===== src/rtl/ccm_pkg.sv =====
package ccm_pkg;
  // multiple of the constant stored at a given table index
  function automatic int unsigned table_entry(input int unsigned idx,
                                              input int unsigned coef);
    return idx * coef;
  endfunction
endpackage


===== src/rtl/ccm_table.sv =====
module ccm_table #(
  parameter int unsigned NIB_W = 4,
  parameter int unsigned COEF_W = 8,
  parameter int unsigned COEF = 181,
  localparam int unsigned PP_W = NIB_W + COEF_W,
  localparam int unsigned DEPTH = 1 << NIB_W
) (
  input  logic [NIB_W-1:0] addr,
  output logic [PP_W-1:0]  entry
);
  logic [PP_W-1:0] rom [DEPTH];

  for (genvar i = 0; i < DEPTH; i++) begin : g_entry
    assign rom[i] = PP_W'(ccm_pkg::table_entry(i, COEF));
  end

  assign entry = rom[addr];
endmodule


===== src/rtl/ccm_fetch_stage.sv =====
module ccm_fetch_stage #(
  parameter int unsigned DATA_W = 8,
  parameter int unsigned NIB_W = 4,
  parameter int unsigned COEF_W = 8,
  parameter int unsigned COEF = 181,
  localparam int unsigned NIBS = DATA_W / NIB_W,
  localparam int unsigned PP_W = NIB_W + COEF_W
) (
  input  logic                       clk,
  input  logic                       rst,
  input  logic                       in_valid,
  input  logic [DATA_W-1:0]          in_data,
  input  logic                       next_ready,
  output logic                       stage_ready,
  output logic                       pp_valid,
  output logic [NIBS-1:0][PP_W-1:0]  pp
);
  logic [NIBS-1:0][PP_W-1:0] lookup;

  for (genvar k = 0; k < NIBS; k++) begin : g_nib
    ccm_table #(.NIB_W(NIB_W), .COEF_W(COEF_W), .COEF(COEF)) u_table (
      .addr  (in_data[k*NIB_W +: NIB_W]),
      .entry (lookup[k])
    );
  end

  assign stage_ready = !pp_valid || next_ready;

  always_ff @(posedge clk) begin
    if (rst) begin
      pp_valid <= 1'b0;
      pp       <= '0;
    end else if (stage_ready) begin
      pp_valid <= in_valid;
      if (in_valid) pp <= lookup;
    end
  end
endmodule


===== src/rtl/ccm_sum_stage.sv =====
module ccm_sum_stage #(
  parameter int unsigned DATA_W = 8,
  parameter int unsigned NIB_W = 4,
  parameter int unsigned COEF_W = 8,
  localparam int unsigned NIBS = DATA_W / NIB_W,
  localparam int unsigned PP_W = NIB_W + COEF_W,
  localparam int unsigned PROD_W = DATA_W + COEF_W
) (
  input  logic                       clk,
  input  logic                       rst,
  input  logic                       pp_valid,
  input  logic [NIBS-1:0][PP_W-1:0]  pp,
  input  logic                       out_ready,
  output logic                       stage_ready,
  output logic                       out_valid,
  output logic [PROD_W-1:0]          out_prod
);
  logic [PROD_W-1:0] total;

  always_comb begin
    total = '0;
    for (int k = 0; k < NIBS; k++) begin
      total = total + (PROD_W'(pp[k]) << (k * NIB_W));
    end
  end

  assign stage_ready = !out_valid || out_ready;

  always_ff @(posedge clk) begin
    if (rst) begin
      out_valid <= 1'b0;
      out_prod  <= '0;
    end else if (stage_ready) begin
      out_valid <= pp_valid;
      if (pp_valid) out_prod <= total;
    end
  end
endmodule


===== src/rtl/const_coef_mult.sv =====
module const_coef_mult #(
  parameter int unsigned DATA_W = 8,
  parameter int unsigned NIB_W = 4,
  parameter int unsigned COEF_W = 8,
  parameter int unsigned COEF = 181,
  localparam int unsigned NIBS = DATA_W / NIB_W,
  localparam int unsigned PP_W = NIB_W + COEF_W,
  localparam int unsigned PROD_W = DATA_W + COEF_W
) (
  input  logic              clk,
  input  logic              rst,
  input  logic              in_valid,
  output logic              in_ready,
  input  logic [DATA_W-1:0] in_data,
  output logic              out_valid,
  input  logic              out_ready,
  output logic [PROD_W-1:0] out_prod
);
  logic                      pp_valid;
  logic [NIBS-1:0][PP_W-1:0] pp;
  logic                      sum_ready;

  ccm_fetch_stage #(.DATA_W(DATA_W), .NIB_W(NIB_W), .COEF_W(COEF_W), .COEF(COEF)) u_fetch (
    .clk         (clk),
    .rst         (rst),
    .in_valid    (in_valid),
    .in_data     (in_data),
    .next_ready  (sum_ready),
    .stage_ready (in_ready),
    .pp_valid    (pp_valid),
    .pp          (pp)
  );

  ccm_sum_stage #(.DATA_W(DATA_W), .NIB_W(NIB_W), .COEF_W(COEF_W)) u_sum (
    .clk         (clk),
    .rst         (rst),
    .pp_valid    (pp_valid),
    .pp          (pp),
    .out_ready   (out_ready),
    .stage_ready (sum_ready),
    .out_valid   (out_valid),
    .out_prod    (out_prod)
  );
endmodule


===== config.mk =====
export PLATFORM = sky130hd
export DESIGN_NAME = const_coef_mult
export DESIGN_NICKNAME = d
export VERILOG_FILES = /design/src/rtl/ccm_pkg.sv /design/src/rtl/ccm_table.sv /design/src/rtl/ccm_fetch_stage.sv /design/src/rtl/ccm_sum_stage.sv /design/src/rtl/const_coef_mult.sv
export SDC_FILE = /design/constraint.sdc
export NUM_CORES = 1
export LEC_CHECK = 0
export BUFFER_PORTS_ARGS = -buffer_cell sky130_fd_sc_hd__buf_2
export CAP_MARGIN = 20
export CORE_UTILIZATION = 53
export DETAILED_ROUTE_END_ITERATION = 8
export HOLD_SLACK_MARGIN = 0.08
export PLACE_DENSITY = 0.76
export SYNTH_ARGS = -nofsm -noshare
export SYNTH_HDL_FRONTEND = slang
export SYNTH_SLANG_ARGS = --single-unit

===== constraint.sdc =====
create_clock -name clk -period 1.8 [get_ports clk]
set_clock_uncertainty 0.05 [all_clocks]
set_input_delay 0.18 -clock clk [delete_from_list [all_inputs] [get_ports clk]]
set_output_delay 0.18 -clock clk [all_outputs]
set_load 0.05 [all_outputs]

==> results.py, run 1 <==
metrics = {
    "logic_synthesis": {
        "postSynthAreaPerCell_um2": 8.44,
        "synth-adder-area-share_pct": 12.4,
        "synth_edf_count": 0,
        "synthDominantCellAreaShare_pct": 32.5,
        "synth_top_family_by_area": "compound AO/OA/AOI/OAI gates",
        "dominantRegCellSynth": "sky130_fd_sc_hd__dfxtp_1",
        "synth-compound-area-share_pct": 20.7,
        "yosys_register_bits": 42,
        "ys_seq_area_share_pct": 32.5,
        "synth_mux_area_share_pct": 6.18,
        "netlist.top_cell.by_area": "sky130_fd_sc_hd__dfxtp_1",
        "yosysWarnings": 0,
        "syn-cell-area_um2": 2590,
        "netlist_instances": 307,
        "mapped_nets": 344,
        "simple_gate_portion_of_the_synthesized_area_pct": 18.6,
        "synth.lib_cells_used.distinct": 42,
        "xor_xnor_share_of_the_synthesized_area_pct": 2.71,
        "synth_area_leaders": "sky130_fd_sc_hd__dfxtp_1 (32%), sky130_fd_sc_hd__ha_1 (12%), sky130_fd_sc_hd__nand2_1 (6.8%), sky130_fd_sc_hd__a21oi_1 (5.0%), sky130_fd_sc_hd__a211oi_1 (4.3%)",
        "synth_async_sr_flop_share_pct": 0,
    },
    "floorplanning": {
        "floorplan.rows": 25,
        "core_area_um2": 4720,
        "top_level_ports": 30,
        "dieWidth_um": 71.9,
        "initial_utilization_pct": 54.8,
        "fp.dieArea_um2": 5170,
        "floorplan.die.height_um": 71.9,
    },
    "layout": {
        "nNetsFinal": 375,
        "post-route-util_pct": 64.6,
        "layout.cells.most_common": "sky130_fd_sc_hd__nand2_1",
        "combined_area_of_the_multi_input_logic_cells_um2": 1700,
        "fillCellCount": 413,
        "diodes": 0,
        "sequential_cell_area_um2": 852,
        "syn_to_final_growth_pct": 17.9,
        "drive_gt1_share_pct": 25.7,
        "most-common-layout-cells": "sky130_fd_sc_hd__nand2_1 (47), sky130_fd_sc_hd__dfxtp_1 (37), sky130_fd_sc_hd__buf_2 (29), sky130_fd_sc_hd__nor2_1 (27), sky130_fd_sc_hd__a21oi_1 (25)",
    },
    "sta": {
        "worst_margin_slew_ns": 0.528,
        "final_min_period_over_clock_period_pct": 97.0,
        "rsz0062_at_grt": "yes",
        "fin_setup_tns_ns": 0,
        "final_max_slew_viol_count": 0,
        "slew-limit-headroom_pct": 64.8,
        "finalHoldViolations": 0,
        "setup_viol": 0,
        "fmax_ghz": 0.572,
        "finalWorstPathRequiredPeriod_ns": 1.75,
        "post-route-worst-setup-slack_ns": 0.0531,
    },
    "worst_setup_path": {
        "timing.setup.critical_path_class": "register to register",
        "start_kind": "register",
        "critPathRequiredTime_ns": 1.94,
        "critical_path_peak_fanout": 3,
        "reg2reg_setup_slack_ns": 0.05,
        "worst-endpoint-arrival_ns": 1.89,
        "cp-end-kind": "register",
    },
    "worst_hold_path": {
        "hold_path.class": "input pin to register",
    },
    "clock_network": {
        "postCtsHoldBufs": 0,
        "max-clock-path-buffers": 2,
        "htree_levels": 2,
        "cts_buffers": 5,
        "cts_num_sinks": 42,
        "clkLatencyLatePin_ns": 0.31,
        "clk_pin_slew_worst_paths_ns": 0.09,
        "clock_tree_from_tritoncts": "done",
        "cts-root-buf": "sky130_fd_sc_hd__clkbuf_8",
    },
    "global_route": {
        "grt_first_pass_wirelength_um": 9590,
        "antenna_found_initial": 0,
        "number_of_global_route_vias_before_repair": 1970,
        "grt.total_usage_pct": 24.1,
        "grt_remaining_overflow": 0,
        "grt_max_degree": 32,
    },
    "power_and_ir_drop": {
        "sw_share_pct": 33.5,
        "ir_drop_v": 0.000309,
        "total_switching_power_uw": 749,
        "power_per_cell_area_nw_per_um2": 733,
        "power_frac_comb_pct": 25.1,
        "power.share.clock_pct": 28.4,
        "power.sequential.fraction_pct": 46.5,
        "design_power_total_mw": 2.24,
        "power.internal_mw": 1.49,
        "power.static_leakage_nw": 1.26,
    },
    "detailed_routing": {
        "wl_um": 5880,
        "number_of_vias_after_detailed_routing": 2198,
        "wl_per_cell_um": 14.5,
        "final_antenna_net_count": 0,
        "detail_route.vias_per_cell": 5.41,
        "drtIter0Drc": 158,
        "drc": 0,
        "number_of_detailed_route_iterations_in_the_first_pass": 6,
    },
    "place": {
        "buffer_ports.inserted": 29,
        "place_worst_setup_slack_ns": -0.0846,
        "detailed_place_hpwl_um": 4080,
        "gp_routability_congestion": 0.879,
    },
    "status": {
        "status": "finished clean",
    },
    "job": {
        "max-cap-violations": 0,
    },
}
## cell type report
| cell class | count | share of cell area, % |
|---|---|---|
| well taps | 67 | 2.75 |
| clock inverters | 3 | 0.779 |
| flip-flops and latches | 42 | 27.9 |
| repair buffers | 45 | 8.69 |
| clock buffers | 5 | 2.25 |
| multi-input cells | 228 | 55.7 |
| inverters | 16 | 1.97 |
## state kept, by name, summed over array words and instances (netlist names)
| register | count |
|---|---|
| u_sum.out_valid | 1 |
| u_sum.out_prod | 16 |
| u_fetch.pp_valid | 1 |
| u_fetch.pp | 24 |
## power groups by stage
| stage | combinational (mW) | clock (mW) | sequential (mW) |
|---|---|---|---|
| 2_1_floorplan | 0.324 | 0 | 1.11 |
| 6_report | 0.562 | 0.635 | 1.04 |
| 3_5_place_dp | 0.515 | 0 | 1.05 |
| 3_3_place_gp | 0.502 | 0 | 1.05 |
| 4_1_cts | 0.527 | 0.641 | 1.03 |
| 5_1_grt | 0.619 | 0.670 | 1.05 |
## critical path: stages (launching register included)
cell                       delay, ns
sky130_fd_sc_hd__dfxtp_4        0.37
sky130_fd_sc_hd__ha_4           0.25
sky130_fd_sc_hd__a211oi_4       0.27
sky130_fd_sc_hd__nor2_1         0.13
sky130_fd_sc_hd__o21ai_0        0.28
sky130_fd_sc_hd__mux2i_1        0.22
sky130_fd_sc_hd__nand2_1        0.06
## synth_stat cells (5+ instances only)
cell	number
sky130_fd_sc_hd__a211oi_1	15
sky130_fd_sc_hd__a21oi_1	26
sky130_fd_sc_hd__buf_2	7
sky130_fd_sc_hd__clkbuf_1	6
sky130_fd_sc_hd__dfxtp_1	42
sky130_fd_sc_hd__ha_1	24
sky130_fd_sc_hd__inv_1	15
sky130_fd_sc_hd__mux2i_1	7
sky130_fd_sc_hd__nand2_1	47
sky130_fd_sc_hd__nand3_1	5
sky130_fd_sc_hd__nor2_1	27
sky130_fd_sc_hd__nor3_1	9
sky130_fd_sc_hd__o21ai_0	12
sky130_fd_sc_hd__xnor2_1	5
## path summary, 6_finish.rpt
path                             startpoint  cells past startpoint                              to
max              u_fetch.pp[5]$_SDFFE_PP0P_                      6  u_sum.out_prod[9]$_SDFFE_PP0P_
min                                in_valid                      3   u_fetch.pp_valid$_SDFFE_PP0N_
max reg2reg      u_fetch.pp[5]$_SDFFE_PP0P_                      6  u_sum.out_prod[9]$_SDFFE_PP0P_
min reg2reg  u_sum.out_prod[4]$_SDFFE_PP0P_                      2  u_sum.out_prod[4]$_SDFFE_PP0P_
## layer usage
metal	part of all wire, %	vias up	GRT usage (%)
met1	46	1004	31.3
li1	-	1137	-
met5	0	-	0
met4	1.9	0	9.80
met3	2.9	8	3.89
met2	49	49	39.9
## per-stage QoR
step	hold WS, ns	std cells	area (um^2)
2_1_floorplan	0.259	307	2600
3_3_place_gp	0.390	395	2800
3_5_place_dp	0.394	395	2800
4_1_cts	0.0819	405	2940
5_1_grt	0.101	406	3050
6_report	0.0896	406	3050
## cells by family (layout without fill, tap and decap cells)
family / Yosys count / in the layout
buffers and inverters: 37 / 69
adders and majority gates: 25 / 25
and+or+nand+nor: 106 / 106
AOI/OAI and AO/OA: 78 / 78
xor gates and xnor gates: 8 / 8
muxes: 11 / 11
DFF: 42 / 42
## what timing repair did
item	CTS	global route
endpoints found under the setup margin	7	8
pin swaps	11	12
setup buffers	2	1
hold endpoints to repair	0	0
gates cloned	0	0
resized for setup	9	19
Power figures use the tool's default switching activity.
==> run 2, diff against run 1 <==
SETUP_SLACK_MARGIN = 0.15   (was not set)
==> results.py, run 2 (same netlist as run 1, synthesis figures left out) <==
metrics = {
    "detailed_routing": {
        "detail_route.vias_per_cell": 5.42,
        "number_of_vias_after_detailed_routing": 2199,
        "number_of_detailed_route_iterations_in_the_first_pass": 4,
        "drtIter0Drc": 138,
        "wl_um": 5690,
        "final_antenna_net_count": 0,
        "drc": 0,
        "wl_per_cell_um": 14.0,
    },
    "sta": {
        "worst_margin_slew_ns": 0.547,
        "finalHoldViolations": 0,
        "final_max_slew_viol_count": 0,
        "fin_setup_tns_ns": 0,
        "holdWs_ns": 0.0945,
        "setup_viol": 0,
        "fmax_ghz": 0.569,
        "final_min_period_over_clock_period_pct": 97.6,
        "post-route-worst-setup-slack_ns": 0.0432,
        "rsz0062_at_grt": "yes",
        "slew-limit-headroom_pct": 63.5,
        "finalWorstPathRequiredPeriod_ns": 1.76,
    },
    "place": {
        "numPlacedInstances": 394,
        "place_area_um2": 2810,
        "detailed_place_hpwl_um": 4050,
        "buffer_ports.inserted": 29,
        "gp_routability_congestion": 0.846,
        "place_worst_setup_slack_ns": 0.0147,
    },
    "clock_network": {
        "clkLatencyLatePin_ns": 0.30,
        "clock_tree_from_tritoncts": "done",
        "clk_pin_slew_worst_paths_ns": 0.08,
        "cts_buffers": 5,
        "cts-root-buf": "sky130_fd_sc_hd__clkbuf_8",
        "cts_num_sinks": 42,
        "htree_levels": 2,
        "max-clock-path-buffers": 2,
    },
    "status": {
        "status": "finished clean",
    },
    "worst_setup_path": {
        "worst-endpoint-arrival_ns": 1.94,
        "critPathRequiredTime_ns": 1.98,
        "critical_path_peak_fanout": 3,
        "start_kind": "register",
        "reg2reg_setup_slack_ns": 0.04,
        "timing.setup.critical_path_class": "register to register",
        "cp-end-kind": "register",
    },
    "layout": {
        "most-common-layout-cells": "sky130_fd_sc_hd__nand2_1 (47), sky130_fd_sc_hd__dfxtp_1 (35), sky130_fd_sc_hd__buf_2 (29), sky130_fd_sc_hd__nor2_1 (26), sky130_fd_sc_hd__a21oi_1 (25)",
        "layout.cells.most_common": "sky130_fd_sc_hd__nand2_1",
        "stdcell_count": 406,
        "post-route-util_pct": 64.9,
        "syn_to_final_growth_pct": 18.3,
        "fillCellCount": 378,
        "nNetsFinal": 375,
        "diodes": 0,
        "flip_flop_count_of_the_largest_register_after_layout": 24,
        "drive_gt1_share_pct": 27.1,
        "layout.cell_area.non_filler_um2": 3060,
        "register_name_with_the_most_flops": "u_fetch.pp",
        "reg_top3": "u_fetch.pp (24), u_sum.out_prod (16)",
    },
    "floorplanning": {
        "floorplan.rows": 25,
        "initial_utilization_pct": 54.8,
        "fp.dieArea_um2": 5170,
        "core_area_um2": 4720,
        "dieWidth_um": 71.9,
        "top_level_ports": 30,
        "floorplan.die.height_um": 71.9,
    },
    "global_route": {
        "grt_use_met2_pct": 39.2,
        "grt-busiest-layer": "met2",
        "grt_remaining_overflow": 0,
        "grt_use_met3_pct": 4.03,
        "grt_first_pass_wirelength_um": 9370,
        "grt.total_usage_pct": 23.1,
        "grt_use_met1_pct": 29.5,
        "antenna_found_initial": 0,
        "number_of_global_route_vias_before_repair": 2013,
        "grt_max_degree": 32,
    },
    "power_and_ir_drop": {
        "power_per_cell_area_nw_per_um2": 722,
        "ir_drop_v": 0.000369,
        "power.static_leakage_nw": 1.27,
        "design_power_total_mw": 2.21,
    },
    "job": {
        "max-cap-violations": 0,
    },
    "worst_hold_path": {
        "hold_path.class": "input pin to register",
    },
}
## run 2: cell types whose count changed in the layout (fill, tap and decap cells not counted), sizes merged
cell	previous run	this run
clkinvlp	2	1
clkinv	1	3
inv	16	15
## run 2: timing repair
action,in CTS,in global routing
endpoints found under the hold margin,0,0
setup buffers,2,2
pin swaps,8,13
endpoints found under the setup margin,8,9
gates resized for setup,18,10
hold buffers,0,0
## run 2: worst paths after layout
kind / from / end / depth (start not counted)
setup reg to reg: u_fetch.pp[12]$_SDFFE_PP0P_ / u_sum.out_prod[8]$_SDFFE_PP0P_ / 6
hold reg to reg: u_sum.out_prod[8]$_SDFFE_PP0P_ / u_sum.out_prod[8]$_SDFFE_PP0P_ / 2
hold / removal: in_valid / u_fetch.pp_valid$_SDFFE_PP0N_ / 3
setup / recovery: u_fetch.pp[12]$_SDFFE_PP0P_ / u_sum.out_prod[8]$_SDFFE_PP0P_ / 6
## run 2: power breakdown
part,internal (mW),total (mW),switching (mW)
registers,0.990,1.04,0.0497
logic,0.221,0.562,0.341
clock network,0.272,0.611,0.339
total,1.48,2.21,0.729
## run 2: final cells by class
cell class	instances	area [um^2]	area share, %
Clock buffer	5	68.8	2.25
Clock inverter	3	21.3	0.694
Inverter	16	60.1	1.96
Multi-Input combinational cell	228	1710	55.7
Sequential cell	42	857	28.0
Tap cell	67	83.8	2.74
Timing Repair Buffer	45	265	8.66
## run 2: critical path: stages, from the launching register on
cell and delay [ns]:
sky130_fd_sc_hd__dfxtp_2 0.34, sky130_fd_sc_hd__ha_4 0.17, sky130_fd_sc_hd__fa_2 0.35, sky130_fd_sc_hd__a211oi_2 0.21, sky130_fd_sc_hd__nor2_1 0.10, sky130_fd_sc_hd__or3_1 0.35, sky130_fd_sc_hd__a21oi_1 0.12
## run 2: per-layer routing
layer	vias up	part of all wire [%]
li1	1140	-
met1	1002	47
met2	47	47
met3	10	3.2
met4	0	2.5
met5	-	0
